[src/rtl/jdpc_pkg.sv]
package jdpc_pkg;
  typedef enum logic [1:0] {
    JK_PLAIN    = 2'd0,
    JK_REL      = 2'd1,
    JK_ABS_HEAD = 2'd2
  } jd_kind_e;

  typedef enum logic {
    ST_RUN      = 1'b0,
    ST_WAIT_LOW = 1'b1
  } jd_state_e;

  // opcode fields (fixed by the encoding)
  localparam logic [3:0] REL_NIBBLE  = 4'b1100;
  localparam logic [6:0] ABS_TOP7    = 7'b1001010;
  localparam logic [2:0] ABS_MID3    = 3'b110;
  localparam int         HEAD_ADDR_W = 6;
endpackage

[src/rtl/jdpc_classify.sv]
module jdpc_classify
  import jdpc_pkg::*;
#(
  parameter int IW = 16
) (
  input  logic [IW-1:0]          word_i,
  output jd_kind_e               kind_o,
  output logic [HEAD_ADDR_W-1:0] head_addr_o
);
  localparam int TOP = IW - 1;

  logic rel_match;
  logic abs_match;

  assign rel_match = (word_i[TOP -: 4] == REL_NIBBLE);
  assign abs_match = (word_i[TOP -: 7] == ABS_TOP7) && (word_i[3:1] == ABS_MID3);

  always_comb begin
    if (rel_match)      kind_o = JK_REL;
    else if (abs_match) kind_o = JK_ABS_HEAD;
    else                kind_o = JK_PLAIN;
  end

  // upper address bits scattered in the head word
  assign head_addr_o = {word_i[8:4], word_i[0]};
endmodule

[src/rtl/jdpc_target.sv]
module jdpc_target
  import jdpc_pkg::*;
#(
  parameter int IW    = 16,
  parameter int OFF_W = 12,
  parameter int PC_W  = 22
) (
  input  logic [PC_W-1:0]        pc_i,
  input  logic [IW-1:0]          word_i,
  input  logic [HEAD_ADDR_W-1:0] head_i,
  output logic [PC_W-1:0]        seq_o,
  output logic [PC_W-1:0]        rel_o,
  output logic [PC_W-1:0]        abs_o
);
  localparam int             EXT_W = PC_W - OFF_W;
  localparam logic [PC_W-1:0] ONE  = {{(PC_W-1){1'b0}}, 1'b1};

  function automatic logic [PC_W-1:0] widen_off(input logic [OFF_W-1:0] off);
    return {{EXT_W{off[OFF_W-1]}}, off};
  endfunction

  function automatic logic [PC_W-1:0] rel_dest(input logic [PC_W-1:0] pc,
                                               input logic [OFF_W-1:0] off);
    return pc + ONE + widen_off(off);
  endfunction

  function automatic logic [PC_W-1:0] abs_dest(input logic [HEAD_ADDR_W-1:0] hi,
                                               input logic [IW-1:0] lo);
    return {hi, lo};
  endfunction

  assign seq_o = pc_i + ONE;
  assign rel_o = rel_dest(pc_i, word_i[OFF_W-1:0]);
  assign abs_o = abs_dest(head_i, word_i);
endmodule

[src/rtl/jdpc_seq.sv]
module jdpc_seq
  import jdpc_pkg::*;
#(
  parameter int PC_W = 22
) (
  input  logic                   clk,
  input  logic                   rst,
  input  logic                   instr_valid_i,
  input  logic                   word2_valid_i,
  input  jd_kind_e               kind_i,
  input  logic [HEAD_ADDR_W-1:0] head_i,
  input  logic [PC_W-1:0]        seq_tgt_i,
  input  logic [PC_W-1:0]        rel_tgt_i,
  input  logic [PC_W-1:0]        abs_tgt_i,
  output logic [PC_W-1:0]        pc_o,
  output logic [PC_W-1:0]        next_pc_o,
  output logic                   taken_o,
  output logic                   need_o,
  output logic [HEAD_ADDR_W-1:0] head_q_o,
  output logic                   step_ev_o,
  output logic                   rel_ev_o,
  output logic                   head_ev_o,
  output logic                   low_ev_o
);
  jd_state_e              state_q, state_d;
  logic [PC_W-1:0]        pc_q;
  logic [HEAD_ADDR_W-1:0] head_q;
  logic                   running;

  assign running   = (state_q == ST_RUN);
  assign step_ev_o = running && instr_valid_i && (kind_i == JK_PLAIN);
  assign rel_ev_o  = running && instr_valid_i && (kind_i == JK_REL);
  assign head_ev_o = running && instr_valid_i && (kind_i == JK_ABS_HEAD);
  assign low_ev_o  = !running && word2_valid_i;

  always_comb begin
    next_pc_o = pc_q;
    state_d   = state_q;
    if (step_ev_o) next_pc_o = seq_tgt_i;
    if (rel_ev_o)  next_pc_o = rel_tgt_i;
    if (head_ev_o) state_d   = ST_WAIT_LOW;
    if (low_ev_o) begin
      next_pc_o = abs_tgt_i;
      state_d   = ST_RUN;
    end
  end

  always_ff @(posedge clk) begin
    if (rst) begin
      pc_q    <= '0;
      state_q <= ST_RUN;
      head_q  <= '0;
    end else begin
      pc_q    <= next_pc_o;
      state_q <= state_d;
      if (head_ev_o) head_q <= head_i;
    end
  end

  assign pc_o     = pc_q;
  assign taken_o  = rel_ev_o || low_ev_o;
  assign need_o   = !running;
  assign head_q_o = head_q;
endmodule

[src/rtl/jdpc_unit.sv]
module jdpc_unit
  import jdpc_pkg::*;
#(
  parameter int IW    = 16,
  parameter int OFF_W = 12
) (
  input  logic                        clk,
  input  logic                        rst,
  input  logic                        instr_valid_i,
  input  logic                        word2_valid_i,
  input  logic [IW-1:0]               instr_i,
  output logic [HEAD_ADDR_W+IW-1:0]   pc_o,
  output logic [HEAD_ADDR_W+IW-1:0]   next_pc_o,
  output logic                        jump_taken_o,
  output logic                        need_word2_o
);
  localparam int PC_W = HEAD_ADDR_W + IW;

  jd_kind_e               kind;
  logic [HEAD_ADDR_W-1:0] head_addr;
  logic [HEAD_ADDR_W-1:0] head_held;
  logic [PC_W-1:0]        seq_tgt;
  logic [PC_W-1:0]        rel_tgt;
  logic [PC_W-1:0]        abs_tgt;
  logic                   step_ev;
  logic                   rel_ev;
  logic                   head_ev;
  logic                   low_ev;

  jdpc_classify #(.IW(IW)) u_cls (
    .word_i      (instr_i),
    .kind_o      (kind),
    .head_addr_o (head_addr)
  );

  jdpc_target #(.IW(IW), .OFF_W(OFF_W), .PC_W(PC_W)) u_tgt (
    .pc_i   (pc_o),
    .word_i (instr_i),
    .head_i (head_held),
    .seq_o  (seq_tgt),
    .rel_o  (rel_tgt),
    .abs_o  (abs_tgt)
  );

  jdpc_seq #(.PC_W(PC_W)) u_seq (
    .clk           (clk),
    .rst           (rst),
    .instr_valid_i (instr_valid_i),
    .word2_valid_i (word2_valid_i),
    .kind_i        (kind),
    .head_i        (head_addr),
    .seq_tgt_i     (seq_tgt),
    .rel_tgt_i     (rel_tgt),
    .abs_tgt_i     (abs_tgt),
    .pc_o          (pc_o),
    .next_pc_o     (next_pc_o),
    .taken_o       (jump_taken_o),
    .need_o        (need_word2_o),
    .head_q_o      (head_held),
    .step_ev_o     (step_ev),
    .rel_ev_o      (rel_ev),
    .head_ev_o     (head_ev),
    .low_ev_o      (low_ev)
  );
endmodule

[config.mk]
export PLATFORM = sky130hd
export DESIGN_NAME = jdpc_unit
export DESIGN_NICKNAME = d
export VERILOG_FILES = /design/src/rtl/jdpc_pkg.sv /design/src/rtl/jdpc_classify.sv /design/src/rtl/jdpc_target.sv /design/src/rtl/jdpc_seq.sv /design/src/rtl/jdpc_unit.sv
export SDC_FILE = /design/constraint.sdc
export NUM_CORES = 1
export LEC_CHECK = 0
export ABC_AREA = 1
export BUFFER_PORTS_ARGS = -buffer_cell sky130_fd_sc_hd__buf_2
export CAP_MARGIN = 20
export CORE_MARGIN = 2
export CORE_UTILIZATION = 50
export CTS_CLUSTER_SIZE = 10
export DETAILED_ROUTE_END_ITERATION = 10
export GPL_TIMING_DRIVEN = 0
export PLACE_DENSITY_LB_ADDON = 0.3
export SLEW_MARGIN = 10
export SYNTH_ARGS = -nofsm -noshare
export SYNTH_HDL_FRONTEND = slang
export SYNTH_SLANG_ARGS = --single-unit
export TNS_END_PERCENT = 30
[constraint.sdc]
create_clock -name clk -period 5.4 [get_ports clk]
set_input_delay 0.27 -clock clk [delete_from_list [all_inputs] [get_ports clk]]
set_output_delay 0.27 -clock clk [all_outputs]
set_load 0.1 [all_outputs]
==> impl_table.tex, run 1 <==
\begin{tabular}{lr}
\hline
Metric & Value \\
\hline
\multicolumn{2}{l}{\textbf{Timing}} \\
\quad Post-Route Setup TNS & 0 ps \\
\quad Number of setup violations in the final report & 0 \\
\quad Fmax & 245 MHz \\
\quad Final worst-path cycle share & 75.5\% \\
\quad Max-Slew Margin vs Limit & 54.8\% \\
\quad Unrepaired setup endpoints after global routing & false \\
\quad Final count of pins violating max slew & 0 \\
\quad Clock skew & 12.0 ps \\
\quad Final setup margin & 1320 ps \\
\quad Tightest Pin Transition & 678 ps \\
\quad Number of hold-slack violations in the final timing report & 0 \\
\quad Worst hold-check slack & 321 ps \\
\quad Post-layout minimum cycle time & 4080 ps \\
\multicolumn{2}{l}{\textbf{Clock network}} \\
\quad Number of H-tree branching levels & 2 \\
\quad Clock transition at path regs & 80 ps \\
\quad Number of buffers added by the clock tree synthesis step & 5 \\
\quad Hold bufs inserted after CTS & 0 \\
\quad Root Buffer & sky130\_fd\_sc\_hd\_\_clkbuf\_8 \\
\quad Clock insertion delay at the later pin of the skew report & 290 ps \\
\quad TritonCTS Sinks & 29 \\
\quad TritonCTS clock tree & done \\
\quad Post CTS Setup Buffer Count & 0 \\
\quad CTS resizes & 0 \\
\quad Buffers from clock root to sink, at most & 2 \\
\multicolumn{2}{l}{\textbf{Floorplan}} \\
\quad Vertical die dimension & 90.8 µm \\
\quad Placeable core area & 7290 µm² \\
\quad Initial core utilization & 51.7\% \\
\quad Ports & 66 \\
\quad Area of the die & 8240 µm² \\
\quad Site row count & 31 \\
\quad Die width & 90.8 µm \\
\multicolumn{2}{l}{\textbf{Detailed routing}} \\
\quad Routed WL per cell & 15.0 µm \\
\quad DRC & 0 \\
\quad Via-to-Cell Ratio & 5.46 \\
\quad Number of routed nets with antenna violations & 0 \\
\quad Initial detailed-routing violation count & 389 \\
\quad DRT Pass-1 Iters & 6 \\
\quad Total Wirelength & 12100 µm \\
\quad Via total after detailed routing & 4412 \\
\multicolumn{2}{l}{\textbf{Power}} \\
\quad Comb power frac & 55.7\% \\
\quad Seq pwr share & 25.2\% \\
\quad Net switching power of the design & 0.547 mW \\
\quad Net switching share of the total power & 55.8\% \\
\quad Areal power density over the cells & 228 nW/µm² \\
\quad Cell Int Power & 0.434 mW \\
\quad Part of the total power dissipated in the clock network & 19.1\% \\
\quad Total leakage power & 2.28 nW \\
\quad Peak supply drop & 188 µV \\
\multicolumn{2}{l}{\textbf{Hold path}} \\
\quad Hold/Removal Path Class & in2reg \\
\multicolumn{2}{l}{\textbf{Status}} \\
\quad Status & finished, final reports clean \\
\multicolumn{2}{l}{\textbf{GRT}} \\
\quad Largest net degree at the start of global routing & 20 \\
\quad Overall global routing resource usage & 28.7\% \\
\quad Number of antenna violations at the first check in global routing & 0 \\
\quad Total congestion overflow after global routing & 0 \\
\quad Wire length of the first global-routing pass & 19000 µm \\
\quad Number of global-route vias before repair & 3870 \\
\multicolumn{2}{l}{\textbf{Setup path}} \\
\quad Critical path class & reg2out \\
\quad Critical path buffer and inverter count & 3 \\
\quad Maximum net fanout on the critical path & 6 \\
\quad Cell with the largest stage delay on the worst path & sky130\_fd\_sc\_hd\_\_dfxtp\_1 \\
\quad Cell family contributing the most delay on the critical path & simple AND/OR/NAND/NOR gates \\
\quad Cell-by-cell trace of the critical path & ha\_1 -> nor3b\_2 -> nand3\_1 -> xor2\_1 -> inv\_1 -> ha\_1 -> nand2\_1 -> nor2\_1 -> and2\_1 -> nand4\_1 -> nand4\_1 -> nand3\_1 -> nand2\_1 -> nand2\_1 -> inv\_1 -> buf\_2 \\
\quad Most frequent cell on the critical path & sky130\_fd\_sc\_hd\_\_nand2\_1 \\
\quad Category of the worst setup path launch point & flip-flop \\
\quad Worst setup EP type & output pin \\
\quad Delay of the slowest cell on the worst path & 450 ps \\
\quad Worst path required time & 5130 ps \\
\quad Arrival time at the worst endpoint & 3810 ps \\
\multicolumn{2}{l}{\textbf{Finish}} \\
\quad Proportion of layout cells with a drive suffix above 1 & 18.2\% \\
\quad Final standard cell area without fillers & 4300 µm² \\
\quad Antenna Cells & 0 \\
\quad FILL cells & 752 \\
\quad Net total in the final layout & 759 \\
\quad Cell Count, Final, Fillers Out & 808 \\
\quad Area growth from synthesis to layout & 14.1\% \\
\multicolumn{2}{l}{\textbf{Place}} \\
\quad Port bufs & 64 \\
\quad RePlAce Congestion & 1.01 \\
\quad Dpl cells & 800 \\
\quad Post-placement setup slack & 1800 ps \\
\quad Instance area at placement & 4210 µm² \\
\quad Total half-perimeter wirelength after legalization and detailed placement & 9690 µm \\
\multicolumn{2}{l}{\textbf{Logic synthesis}} \\
\quad Number of nets produced by synthesis & 688 \\
\quad Count of mapped cells out of synthesis & 637 \\
\quad Cells taking the most area after synthesis & sky130\_fd\_sc\_hd\_\_nand2\_1 17\%, sky130\_fd\_sc\_hd\_\_dfxtp\_1 15\%, sky130\_fd\_sc\_hd\_\_ha\_1 10\% \\
\quad Number of library cell types mapped by synthesis & 43 \\
\quad Sequential share of the synthesized area & 15.4\% \\
\quad Syn\_area\_per\_cell & 5.91 µm² \\
\quad Yosys reg bits & 29 \\
\quad Share of Yosys cell area claimed by the top area cell type & 16.5\% \\
\quad Synthesis Warnings & 0 \\
\quad Cell area after technology mapping & 3770 µm² \\
\quad Leading area contributor after synthesis & sky130\_fd\_sc\_hd\_\_nand2\_1 \\
\multicolumn{2}{l}{\textbf{Flow run}} \\
\quad Max-capacitance violation count & 0 \\
\hline
\end{tabular}
-- flip-flops by register name, indices dropped and copies added (netlist names) --
signal	flops
u_seq.head_q_o	6
u_seq.pc_o	22
u_seq.need_o	1
-- cell families after synthesis --
| kind of cell | after synthesis | share of synthesized area, % |
|---|---|---|
| fa+ha+maj | 31 | 10.5 |
| compound gates | 97 | 14.1 |
| flops | 29 | 15.4 |
| xor+xnor | 19 | 5.02 |
| simple gates | 357 | 43.7 |
| buf+inv | 104 | 11.2 |
-- final cells by class --
| class | count | area [µm²] | area share, % |
|---|---|---|---|
| inverters | 89 | 334 | 7.77 |
| flip-flops and latches | 29 | 581 | 13.5 |
| well taps | 99 | 124 | 2.88 |
| plain buffers | 15 | 88.8 | 2.07 |
| clock inverters | 3 | 17.5 | 0.408 |
| repair buffers | 64 | 320 | 7.45 |
| multi-input cells | 504 | 2760 | 64.3 |
| clock buffers | 5 | 68.8 | 1.60 |
-- cell usage in the layout (no fill, tap or decap), drive strengths merged --
master	count
dfxtp	29
clkinvlp	1
buf	73
nand3	39
or2	3
nor2	104
ha	30
clkbuf	11
nor3b	1
and2	1
o21ai	33
nor3	18
o21bai	3
clkinv	3
xor2	16
o211ai	2
a211oi	4
xnor2	3
nor4	1
inv	88
a22oi	1
o21a	1
fa	1
nand4	8
nand2	177
nand3b	5
a21oi	53
-- routing by layer --
layer,track usage [%],vias to the layer above,part of all wire (%)
met4,9.72,0,4.1
met1,39.3,1903,44
met2,46.1,268,44
li1,-,2188,-
met3,4.17,53,8.6
met5,0,-,0
-- metrics by stage --
stage	total power, mW	util, %
2_1_floorplan	0.688	-
3_3_place_gp	0.786	57.8
3_5_place_dp	0.792	57.8
4_1_cts	0.975	58.9
5_1_grt	1.03	58.9
6_report	0.981	58.9
-- path summary, 6_finish.rpt --
| check | endpoint | slack, ps | depth (start not counted) | startpoint |
|---|---|---|---|---|
| worst max register to register | u_seq.pc_o[19]$_SDFF_PP0_ | 2140 | 16 | u_seq.pc_o[1]$_SDFF_PP0_ |
| worst max-delay path | next_pc_o[19] | 1320 | 16 | u_seq.pc_o[1]$_SDFF_PP0_ |
| worst min register to register | u_seq.head_q_o[5]$_SDFFE_PP0P_ | 500 | 2 | u_seq.head_q_o[5]$_SDFFE_PP0P_ |
| worst min-delay path | u_seq.pc_o[15]$_SDFF_PP0_ | 320 | 5 | instr_i[15] |
-- cells in the mapped netlist (all sizes together) --
cell	number
and2	1
nand3b	5
ha	30
a211oi	4
fa	1
nand3	39
nor2	104
a21oi	53
dfxtp	29
buf	9
o21a	1
nor3b	1
o211ai	2
clkbuf	6
xnor2	3
xor2	16
nor3	18
o21bai	3
clkinv	1
o21ai	33
nor4	1
nand4	8
nand2	177
or2	3
a22oi	1
inv	88
-- power groups by stage --
stage	Combinational [mW]	Sequential, mW	Clock [mW]
after detailed placement	0.541	0.251	0
after global routing	0.583	0.249	0.195
after CTS	0.543	0.246	0.186
final	0.547	0.247	0.187
after global placement	0.536	0.251	0
after floorplan	0.351	0.338	0
-- worst register-to-register path, cell delays in order, from the launching register on --
cell	delay, ps
sky130_fd_sc_hd__dfxtp_1	450
sky130_fd_sc_hd__ha_1	310
sky130_fd_sc_hd__nor3b_2	330
sky130_fd_sc_hd__nand3_1	140
sky130_fd_sc_hd__xor2_1	210
sky130_fd_sc_hd__inv_1	90
sky130_fd_sc_hd__ha_1	390
sky130_fd_sc_hd__nand2_1	150
sky130_fd_sc_hd__nor2_1	220
sky130_fd_sc_hd__and2_1	190
sky130_fd_sc_hd__nand4_1	130
sky130_fd_sc_hd__nand3_1	120
sky130_fd_sc_hd__nand2_1	50
sky130_fd_sc_hd__nand3_1	120
sky130_fd_sc_hd__nand2_1	80
sky130_fd_sc_hd__nand2_1	80
sky130_fd_sc_hd__nor2_1	50
Note: power is estimated with default switching activity, not from simulation.
==> inputs of run 2 (changes only) <==
- clock period: 5.4 -> 4.2 ns (I/O delays scaled with it)
==> impl_table.tex, run 2 (synthesis gave the netlist of run 1 again) <==
\begin{tabular}{lr}
\hline
Metric & Value \\
\hline
\multicolumn{2}{l}{\textbf{Clock network}} \\
\quad Number of buffers added by the clock tree synthesis step & 5 (unchanged) \\
\quad Clock insertion delay at the later pin of the skew report & 290 ps (about the same) \\
\quad CTS resizes & 0 (unchanged) \\
\quad Clock transition at path regs & 80 ps (about the same) \\
\quad TritonCTS clock tree & done (unchanged) \\
\quad Number of H-tree branching levels & 2 (unchanged) \\
\quad Hold bufs inserted after CTS & 0 (unchanged) \\
\quad Root Buffer & sky130\_fd\_sc\_hd\_\_clkbuf\_8 (unchanged) \\
\quad Buffers from clock root to sink, at most & 2 (unchanged) \\
\quad Post CTS Setup Buffer Count & 0 (unchanged) \\
\quad TritonCTS Sinks & 29 (unchanged) \\
\multicolumn{2}{l}{\textbf{Floorplan}} \\
\quad Area of the die & 8240 µm² (unchanged) \\
\quad Ports & 66 (unchanged) \\
\quad Placeable core area & 7290 µm² (unchanged) \\
\quad Die width & 90.8 µm (unchanged) \\
\quad Vertical die dimension & 90.8 µm (unchanged) \\
\quad Site row count & 31 (unchanged) \\
\quad Initial core utilization & 51.7\% (unchanged) \\
\multicolumn{2}{l}{\textbf{Status}} \\
\quad Status & finished, final reports clean (unchanged) \\
\multicolumn{2}{l}{\textbf{Power}} \\
\quad Net switching power of the design & 0.702 mW (was 0.547 mW) \\
\quad Areal power density over the cells & 309 nW/µm² (was 228 nW/µm²) \\
\quad Seq pwr share & 23.7\% (was 25.2\%) \\
\quad Part of the total power dissipated in the clock network & 23.6\% (was 19.1\%) \\
\quad Total leakage power & 2.29 nW (was 2.28 nW) \\
\quad Peak supply drop & 226 µV (was 188 µV) \\
\quad Net switching share of the total power & 52.4\% (was 55.8\%) \\
\quad Comb power frac & 52.6\% (was 55.7\%) \\
\quad Cell Int Power & 0.637 mW (was 0.434 mW) \\
\multicolumn{2}{l}{\textbf{Timing}} \\
\quad Final worst-path cycle share & 93.1\% \\
\quad Post-layout minimum cycle time & 3910 ps \\
\quad Tightest Pin Transition & 655 ps (was 678 ps) \\
\quad Final count of pins violating max slew & 0 (unchanged) \\
\quad Fmax & 256 MHz \\
\quad Worst hold-check slack & 262 ps (was 321 ps) \\
\quad Clock skew & 10.5 ps (was 12.0 ps) \\
\quad Unrepaired setup endpoints after global routing & false (unchanged) \\
\quad Number of setup violations in the final report & 0 (unchanged) \\
\quad Number of hold-slack violations in the final timing report & 0 (unchanged) \\
\quad Max-Slew Margin vs Limit & 56.3\% (was 54.8\%) \\
\multicolumn{2}{l}{\textbf{Finish}} \\
\quad Proportion of layout cells with a drive suffix above 1 & 18.3\% (was 18.2\%) \\
\quad Area growth from synthesis to layout & 15.0\% (was 14.1\%) \\
\quad Most frequent cells in the layout & 166 x sky130\_fd\_sc\_hd\_\_nand2\_1, 86 x sky130\_fd\_sc\_hd\_\_nor2\_1, 84 x sky130\_fd\_sc\_hd\_\_inv\_1, 69 x sky130\_fd\_sc\_hd\_\_buf\_2, 51 x sky130\_fd\_sc\_hd\_\_a21oi\_1 (was 166 x sky130\_fd\_sc\_hd\_\_nand2\_1, 87 x sky130\_fd\_sc\_hd\_\_nor2\_1, 84 x sky130\_fd\_sc\_hd\_\_inv\_1, 69 x sky130\_fd\_sc\_hd\_\_buf\_2, 51 x sky130\_fd\_sc\_hd\_\_a21oi\_1) \\
\quad Net total in the final layout & 759 (unchanged) \\
\quad Antenna Cells & 0 (unchanged) \\
\quad Cell Count, Final, Fillers Out & 808 (unchanged) \\
\quad Number of flip-flops in the largest register & 22 (unchanged) \\
\quad Most common library cell in the layout ignoring fill and taps & sky130\_fd\_sc\_hd\_\_nand2\_1 (unchanged) \\
\multicolumn{2}{l}{\textbf{Detailed routing}} \\
\quad DRT Pass-1 Iters & 6 (unchanged) \\
\quad DRC & 0 (unchanged) \\
\quad Initial detailed-routing violation count & 379 (was 389) \\
\quad Number of routed nets with antenna violations & 0 (unchanged) \\
\quad Via-to-Cell Ratio & 5.47 (was 5.46) \\
\quad Via total after detailed routing & 4421 (was 4412) \\
\quad Total Wirelength & 12300 µm (was 12100 µm) \\
\quad Routed WL per cell & 15.2 µm (was 15.0 µm) \\
\multicolumn{2}{l}{\textbf{Place}} \\
\quad RePlAce Congestion & 1.01 (about the same) \\
\quad Port bufs & 64 (unchanged) \\
\quad Total half-perimeter wirelength after legalization and detailed placement & 9730 µm (was 9690 µm) \\
\quad Dpl cells & 800 (unchanged) \\
\multicolumn{2}{l}{\textbf{GRT}} \\
\quad Largest net degree at the start of global routing & 20 (unchanged) \\
\quad Overall global routing resource usage & 29.3\% (was 28.7\%) \\
\quad Wire length of the first global-routing pass & 19500 µm (was 19000 µm) \\
\quad Number of global-route vias before repair & 3999 (was 3870) \\
\quad Total congestion overflow after global routing & 0 (unchanged) \\
\quad Number of antenna violations at the first check in global routing & 0 (unchanged) \\
\multicolumn{2}{l}{\textbf{Hold path}} \\
\quad Hold path cells & 3 (was 5) \\
\quad Hold Crit Start & instr\_i[7] (was instr\_i[15]) \\
\quad Hold/Removal Path Class & in2reg (unchanged) \\
\quad Endpoint with the worst hold slack & u\_seq.pc\_o[7]\$\_SDFF\_PP0\_ (was u\_seq.pc\_o[15]\$\_SDFF\_PP0\_) \\
\multicolumn{2}{l}{\textbf{Flow run}} \\
\quad Max-capacitance violation count & 0 (unchanged) \\
\multicolumn{2}{l}{\textbf{Setup path}} \\
\quad Worst setup EP type & output pin (unchanged) \\
\quad Critical path class & reg2out (unchanged) \\
\quad Worst path required time & 3990 ps (was 5130 ps) \\
\quad Reg2Reg Setup Slack & 1050 ps (was 2140 ps) \\
\quad CP startpoint & u\_seq.pc\_o[1]\$\_SDFF\_PP0\_ (unchanged) \\
\quad Maximum net fanout on the critical path & 6 (unchanged) \\
\quad Category of the worst setup path launch point & flip-flop (unchanged) \\
\quad Worst flop-to-flop path startpoint & u\_seq.pc\_o[1]\$\_SDFF\_PP0\_ (unchanged) \\
\quad Arrival time at the worst endpoint & 3700 ps (was 3810 ps) \\
\quad Length in cells of the worst reg-to-reg path & 16 (unchanged) \\
\quad Endpoint of the lowest-slack register-to-register path & u\_seq.pc\_o[19]\$\_SDFF\_PP0\_ (unchanged) \\
\hline
\end{tabular}
-- run 2: how the worst max path moves through the flow --
stage	end	slack, ps	cells past startpoint
3_5_place_dp	next_pc_o[19]	670	16
6_report	next_pc_o[19]	290	16
2_1_floorplan	next_pc_o[4]	-60	12
4_1_cts	next_pc_o[19]	340	16
3_3_place_gp	next_pc_o[19]	690	16
5_1_grt	next_pc_o[21]	1	19
-- run 2: critical path, cell delays in order, from the launching register on --
cell and delay [ps]:
sky130_fd_sc_hd__dfxtp_1 460, sky130_fd_sc_hd__ha_1 310, sky130_fd_sc_hd__nor3b_2 320, sky130_fd_sc_hd__nand3_1 130, sky130_fd_sc_hd__xor2_1 190, sky130_fd_sc_hd__inv_1 80, sky130_fd_sc_hd__ha_1 390, sky130_fd_sc_hd__nand2_1 150
sky130_fd_sc_hd__nor2_1 180, sky130_fd_sc_hd__and2_1 180, sky130_fd_sc_hd__nand4_1 120, sky130_fd_sc_hd__nand4_1 120, sky130_fd_sc_hd__nand3_1 130, sky130_fd_sc_hd__nand2_1 110, sky130_fd_sc_hd__nand2_1 70, sky130_fd_sc_hd__inv_1 50
sky130_fd_sc_hd__buf_2 410
-- run 2: area by class of cell --
cell class / count / area (µm²)
fillers: 794 / 2960
plain buffers: 15 / 88.8
multi-input cells: 504 / 2770
flip-flops and latches: 29 / 581
well taps: 99 / 124
repair buffers: 64 / 320
clock buffers: 6 / 82.6
clock inverters: 2 / 37.5
inverters: 89 / 334
-- run 2: power groups by stage --
stage	Clock (mW)	Sequential, mW	Combinational, mW
finish	0.316	0.318	0.705
global route	0.330	0.320	0.752
CTS	0.314	0.317	0.699
detailed placement	0	0.323	0.696
global placement	0	0.322	0.689
floorplan	0	0.434	0.451
-- run 2: metrics by stage --
stage	util, %	worst slack (ps)	TNS (ps)	power, mW	instance area (µm²)
after floorplan	-	-55.2	-55.2	0.885	3770
after global placement	57.8	694	0	1.01	4210
after detailed placement	57.8	671	0	1.02	4210
after CTS	59.4	343	0	1.33	4330
after global routing	59.4	1.22	0	1.40	4330
final	59.4	290	0	1.34	4330
-- run 2: layer usage --
| layer | wire [µm] | vias up | GRT usage, % |
|---|---|---|---|
| li1 | - | 2187 | - |
| met1 | 5290 | 1985 | 39.1 |
| met2 | 5640 | 210 | 48.8 |
| met3 | 995 | 39 | 4.42 |
| met4 | 394 | 0 | 9.09 |
| met5 | 0 | - | 0 |
==> inputs of run 3 (changes only) <==
- CORE_MARGIN: 2 -> default
==> impl_table.tex, run 3 (synthesis gave the netlist of run 1 again) <==
\begin{tabular}{lr}
\hline
Metric & Value \\
\hline
\multicolumn{2}{l}{\textbf{Status}} \\
\quad Status & finished, final reports clean (unchanged) \\
\multicolumn{2}{l}{\textbf{Setup path}} \\
\quad Maximum net fanout on the critical path & 6 (unchanged) \\
\quad Worst flop-to-flop path startpoint & u\_seq.pc\_o[1]\$\_SDFF\_PP0\_ (unchanged) \\
\quad Length in cells of the worst reg-to-reg path & 16 (unchanged) \\
\quad Cell family contributing the most delay on the critical path & simple AND/OR/NAND/NOR gates (unchanged) \\
\quad Endpoint of the lowest-slack register-to-register path & u\_seq.pc\_o[19]\$\_SDFF\_PP0\_ (unchanged) \\
\quad Category of the worst setup path launch point & flip-flop (unchanged) \\
\quad Reg2Reg Setup Slack & 980 ps (was 1050 ps) \\
\quad Delay of the slowest cell on the worst path & 470 ps (was 460 ps) \\
\quad Most frequent cell on the critical path & sky130\_fd\_sc\_hd\_\_nand2\_1 (unchanged) \\
\quad Cell with the largest stage delay on the worst path & sky130\_fd\_sc\_hd\_\_dfxtp\_1 (unchanged) \\
\quad Arrival time at the worst endpoint & 3700 ps (about the same) \\
\quad Cell-by-cell trace of the critical path & ha\_1 -> nor3b\_2 -> nand3\_1 -> xor2\_1 -> inv\_1 -> ha\_1 -> nand2\_1 -> nor2\_1 -> and2\_1 -> nand4\_1 -> nand4\_1 -> nand3\_1 -> nand2\_1 -> nand2\_1 -> inv\_1 -> clkbuf\_4 (was ha\_1 -> nor3b\_2 -> nand3\_1 -> xor2\_1 -> inv\_1 -> ha\_1 -> nand2\_1 -> nor2\_1 -> and2\_1 -> nand4\_1 -> nand4\_1 -> nand3\_1 -> nand2\_1 -> nand2\_1 -> inv\_1 -> buf\_2) \\
\quad Worst setup EP type & output pin (unchanged) \\
\quad Critical path buffer and inverter count & 3 (unchanged) \\
\quad Critical path class & reg2out (unchanged) \\
\quad Worst path required time & 3990 ps (about the same) \\
\multicolumn{2}{l}{\textbf{Timing}} \\
\quad Fmax & 256 MHz (about the same) \\
\quad Unrepaired setup endpoints after global routing & false (unchanged) \\
\quad Tightest Pin Transition & 641 ps (was 655 ps) \\
\quad Post-layout minimum cycle time & 3910 ps (about the same) \\
\quad Final worst-path cycle share & 93.0\% (was 93.1\%) \\
\quad Max-Slew Margin vs Limit & 57.2\% (was 56.3\%) \\
\quad Number of setup violations in the final report & 0 (unchanged) \\
\quad Final count of pins violating max slew & 0 (unchanged) \\
\quad Number of hold-slack violations in the final timing report & 0 (unchanged) \\
\quad Worst hold-check slack & 251 ps (was 262 ps) \\
\quad Clock skew & 6.51 ps (was 10.5 ps) \\
\multicolumn{2}{l}{\textbf{Clock network}} \\
\quad TritonCTS clock tree & done (unchanged) \\
\quad Buffers from clock root to sink, at most & 2 (unchanged) \\
\quad Number of buffers added by the clock tree synthesis step & 5 (unchanged) \\
\quad Clock insertion delay at the later pin of the skew report & 300 ps (was 290 ps) \\
\quad TritonCTS Sinks & 29 (unchanged) \\
\quad Clock transition at path regs & 70 ps (was 80 ps) \\
\quad Root Buffer & sky130\_fd\_sc\_hd\_\_clkbuf\_8 (unchanged) \\
\quad Number of H-tree branching levels & 2 (unchanged) \\
\multicolumn{2}{l}{\textbf{Detailed routing}} \\
\quad Via-to-Cell Ratio & 5.45 (was 5.47) \\
\quad DRC & 0 (unchanged) \\
\quad Total Wirelength & 12200 µm (was 12300 µm) \\
\quad DRT Pass-1 Iters & 5 (was 6) \\
\quad Number of routed nets with antenna violations & 0 (unchanged) \\
\quad Initial detailed-routing violation count & 280 (was 379) \\
\quad Via total after detailed routing & 4404 (was 4421) \\
\quad Routed WL per cell & 15.1 µm (was 15.2 µm) \\
\multicolumn{2}{l}{\textbf{Floorplan}} \\
\quad Vertical die dimension & 88.8 µm (was 90.8 µm) \\
\quad Site row count & 31 (unchanged) \\
\quad Die width & 88.8 µm (was 90.8 µm) \\
\quad Initial core utilization & 51.9\% (was 51.7\%) \\
\quad Placeable core area & 7250 µm² (was 7290 µm²) \\
\quad Area of the die & 7890 µm² (was 8240 µm²) \\
\quad Ports & 66 (unchanged) \\
\multicolumn{2}{l}{\textbf{Finish}} \\
\quad Area growth from synthesis to layout & 14.3\% (was 15.0\%) \\
\quad Net total in the final layout & 759 (unchanged) \\
\quad Cell Count, Final, Fillers Out & 808 (unchanged) \\
\quad Proportion of layout cells with a drive suffix above 1 & 18.3\% (unchanged) \\
\quad Number of flip-flops in the largest register & 22 (unchanged) \\
\quad Most frequent cells in the layout & 166 x sky130\_fd\_sc\_hd\_\_nand2\_1, 86 x sky130\_fd\_sc\_hd\_\_nor2\_1, 84 x sky130\_fd\_sc\_hd\_\_inv\_1, 67 x sky130\_fd\_sc\_hd\_\_buf\_2, 51 x sky130\_fd\_sc\_hd\_\_a21oi\_1 (was 166 x sky130\_fd\_sc\_hd\_\_nand2\_1, 86 x sky130\_fd\_sc\_hd\_\_nor2\_1, 84 x sky130\_fd\_sc\_hd\_\_inv\_1, 69 x sky130\_fd\_sc\_hd\_\_buf\_2, 51 x sky130\_fd\_sc\_hd\_\_a21oi\_1) \\
\quad FILL cells & 744 (was 794) \\
\quad Most common library cell in the layout ignoring fill and taps & sky130\_fd\_sc\_hd\_\_nand2\_1 (unchanged) \\
\quad Antenna Cells & 0 (unchanged) \\
\multicolumn{2}{l}{\textbf{GRT}} \\
\quad Largest net degree at the start of global routing & 20 (unchanged) \\
\quad Most used routing layer in global routing & met2 (unchanged) \\
\quad Met3 usage & 4.94\% (was 4.42\%) \\
\quad Global-route track usage on met2 & 51.7\% (was 48.8\%) \\
\quad Number of antenna violations at the first check in global routing & 0 (unchanged) \\
\quad Number of global-route vias before repair & 3889 (was 3999) \\
\quad Global routing met1 resource utilization & 42.5\% (was 39.1\%) \\
\quad Total congestion overflow after global routing & 0 (unchanged) \\
\quad Overall global routing resource usage & 32.0\% (was 29.3\%) \\
\quad Wire length of the first global-routing pass & 18900 µm (was 19500 µm) \\
\multicolumn{2}{l}{\textbf{Place}} \\
\quad Dpl cells & 800 (unchanged) \\
\quad Total half-perimeter wirelength after legalization and detailed placement & 9680 µm (was 9730 µm) \\
\quad RePlAce Congestion & 1.01 (about the same) \\
\quad Port bufs & 64 (unchanged) \\
\multicolumn{2}{l}{\textbf{Flow run}} \\
\quad Max-capacitance violation count & 0 (unchanged) \\
\multicolumn{2}{l}{\textbf{Hold path}} \\
\quad Hold path cells & 3 (unchanged) \\
\quad Hold Crit Start & instr\_i[5] (was instr\_i[7]) \\
\quad Hold/Removal Path Class & in2reg (unchanged) \\
\quad Endpoint with the worst hold slack & u\_seq.pc\_o[5]\$\_SDFF\_PP0\_ (was u\_seq.pc\_o[7]\$\_SDFF\_PP0\_) \\
\multicolumn{2}{l}{\textbf{Power}} \\
\quad Peak supply drop & 237 µV (was 226 µV) \\
\quad Total leakage power & 2.28 nW (was 2.29 nW) \\
\quad Areal power density over the cells & 293 nW/µm² (was 309 nW/µm²) \\
\hline
\end{tabular}
[run 3: final cells by class]
| cell class | instances | area (µm²) | share of cell area, % |
|---|---|---|---|
| Multi-Input combinational cell | 504 | 2770 | 64.3 |
| Timing Repair Buffer | 64 | 325 | 7.56 |
| Sequential cell | 29 | 581 | 13.5 |
| Clock inverter | 3 | 17.5 | 0.407 |
| Buffer | 15 | 88.8 | 2.06 |
| Tap cell | 99 | 124 | 2.88 |
| Inverter | 89 | 334 | 7.76 |
| Clock buffer | 5 | 68.8 | 1.60 |
[run 3: how the worst max path moves through the flow]
stage	from	to	slack (ps)	depth (start not counted)
global route	u_seq.pc_o[0]$_SDFF_PP0_	next_pc_o[16]	20	16
floorplan	u_seq.pc_o[0]$_SDFF_PP0_	next_pc_o[4]	-60	12
global placement	u_seq.pc_o[0]$_SDFF_PP0_	next_pc_o[19]	690	16
CTS	u_seq.pc_o[0]$_SDFF_PP0_	next_pc_o[19]	310	16
detailed placement	u_seq.pc_o[1]$_SDFF_PP0_	next_pc_o[19]	650	16
finish	u_seq.pc_o[1]$_SDFF_PP0_	next_pc_o[19]	290	16
[run 3: worst min-delay path, stage by stage]
cell	delay, ps
sky130_fd_sc_hd__buf_2	140
sky130_fd_sc_hd__nand2_1	90
sky130_fd_sc_hd__a21oi_1	60
[run 3: repair_timing]
item / CTS / global route
gates resized for setup: 0 / 2
hold buffers: 0 / 0
endpoints found under the hold margin: 0 / 0
setup buffers: 0 / 0
endpoints found under the setup margin: 0 / 2
[run 3: stage by stage]
stage | util [%] | total power [mW] | worst slack (ps) | area (µm²) | TNS [ps]
3_5_place_dp | 58.1 | 1.02 | 649 | 4210 | 0
6_report | 59.4 | 1.26 | 294 | 4310 | 0
5_1_grt | 59.4 | 1.33 | 15.1 | 4310 | 0
4_1_cts | 59.3 | 1.25 | 309 | 4300 | 0
3_3_place_gp | 58.1 | 1.01 | 688 | 4210 | 0
2_1_floorplan | - | 0.885 | -55.2 | 3770 | -55.2
[run 3: routing by layer]
| metal | vias to the layer above | routed length [µm] |
|---|---|---|
| met1 | 2001 | 5390 |
| met2 | 188 | 5620 |
| met3 | 29 | 809 |
| met4 | 0 | 357 |
| met5 | - | 0 |
| li1 | 2186 | - |
[run 3: where the power goes]
part / switching [mW] / internal [mW] / total (mW) / leakage [nW]
clock network: 0.125 / 0.114 / 0.239 / 0.0439
registers: 0.0262 / 0.292 / 0.318 / 0.238
logic: 0.550 / 0.153 / 0.703 / 2.00
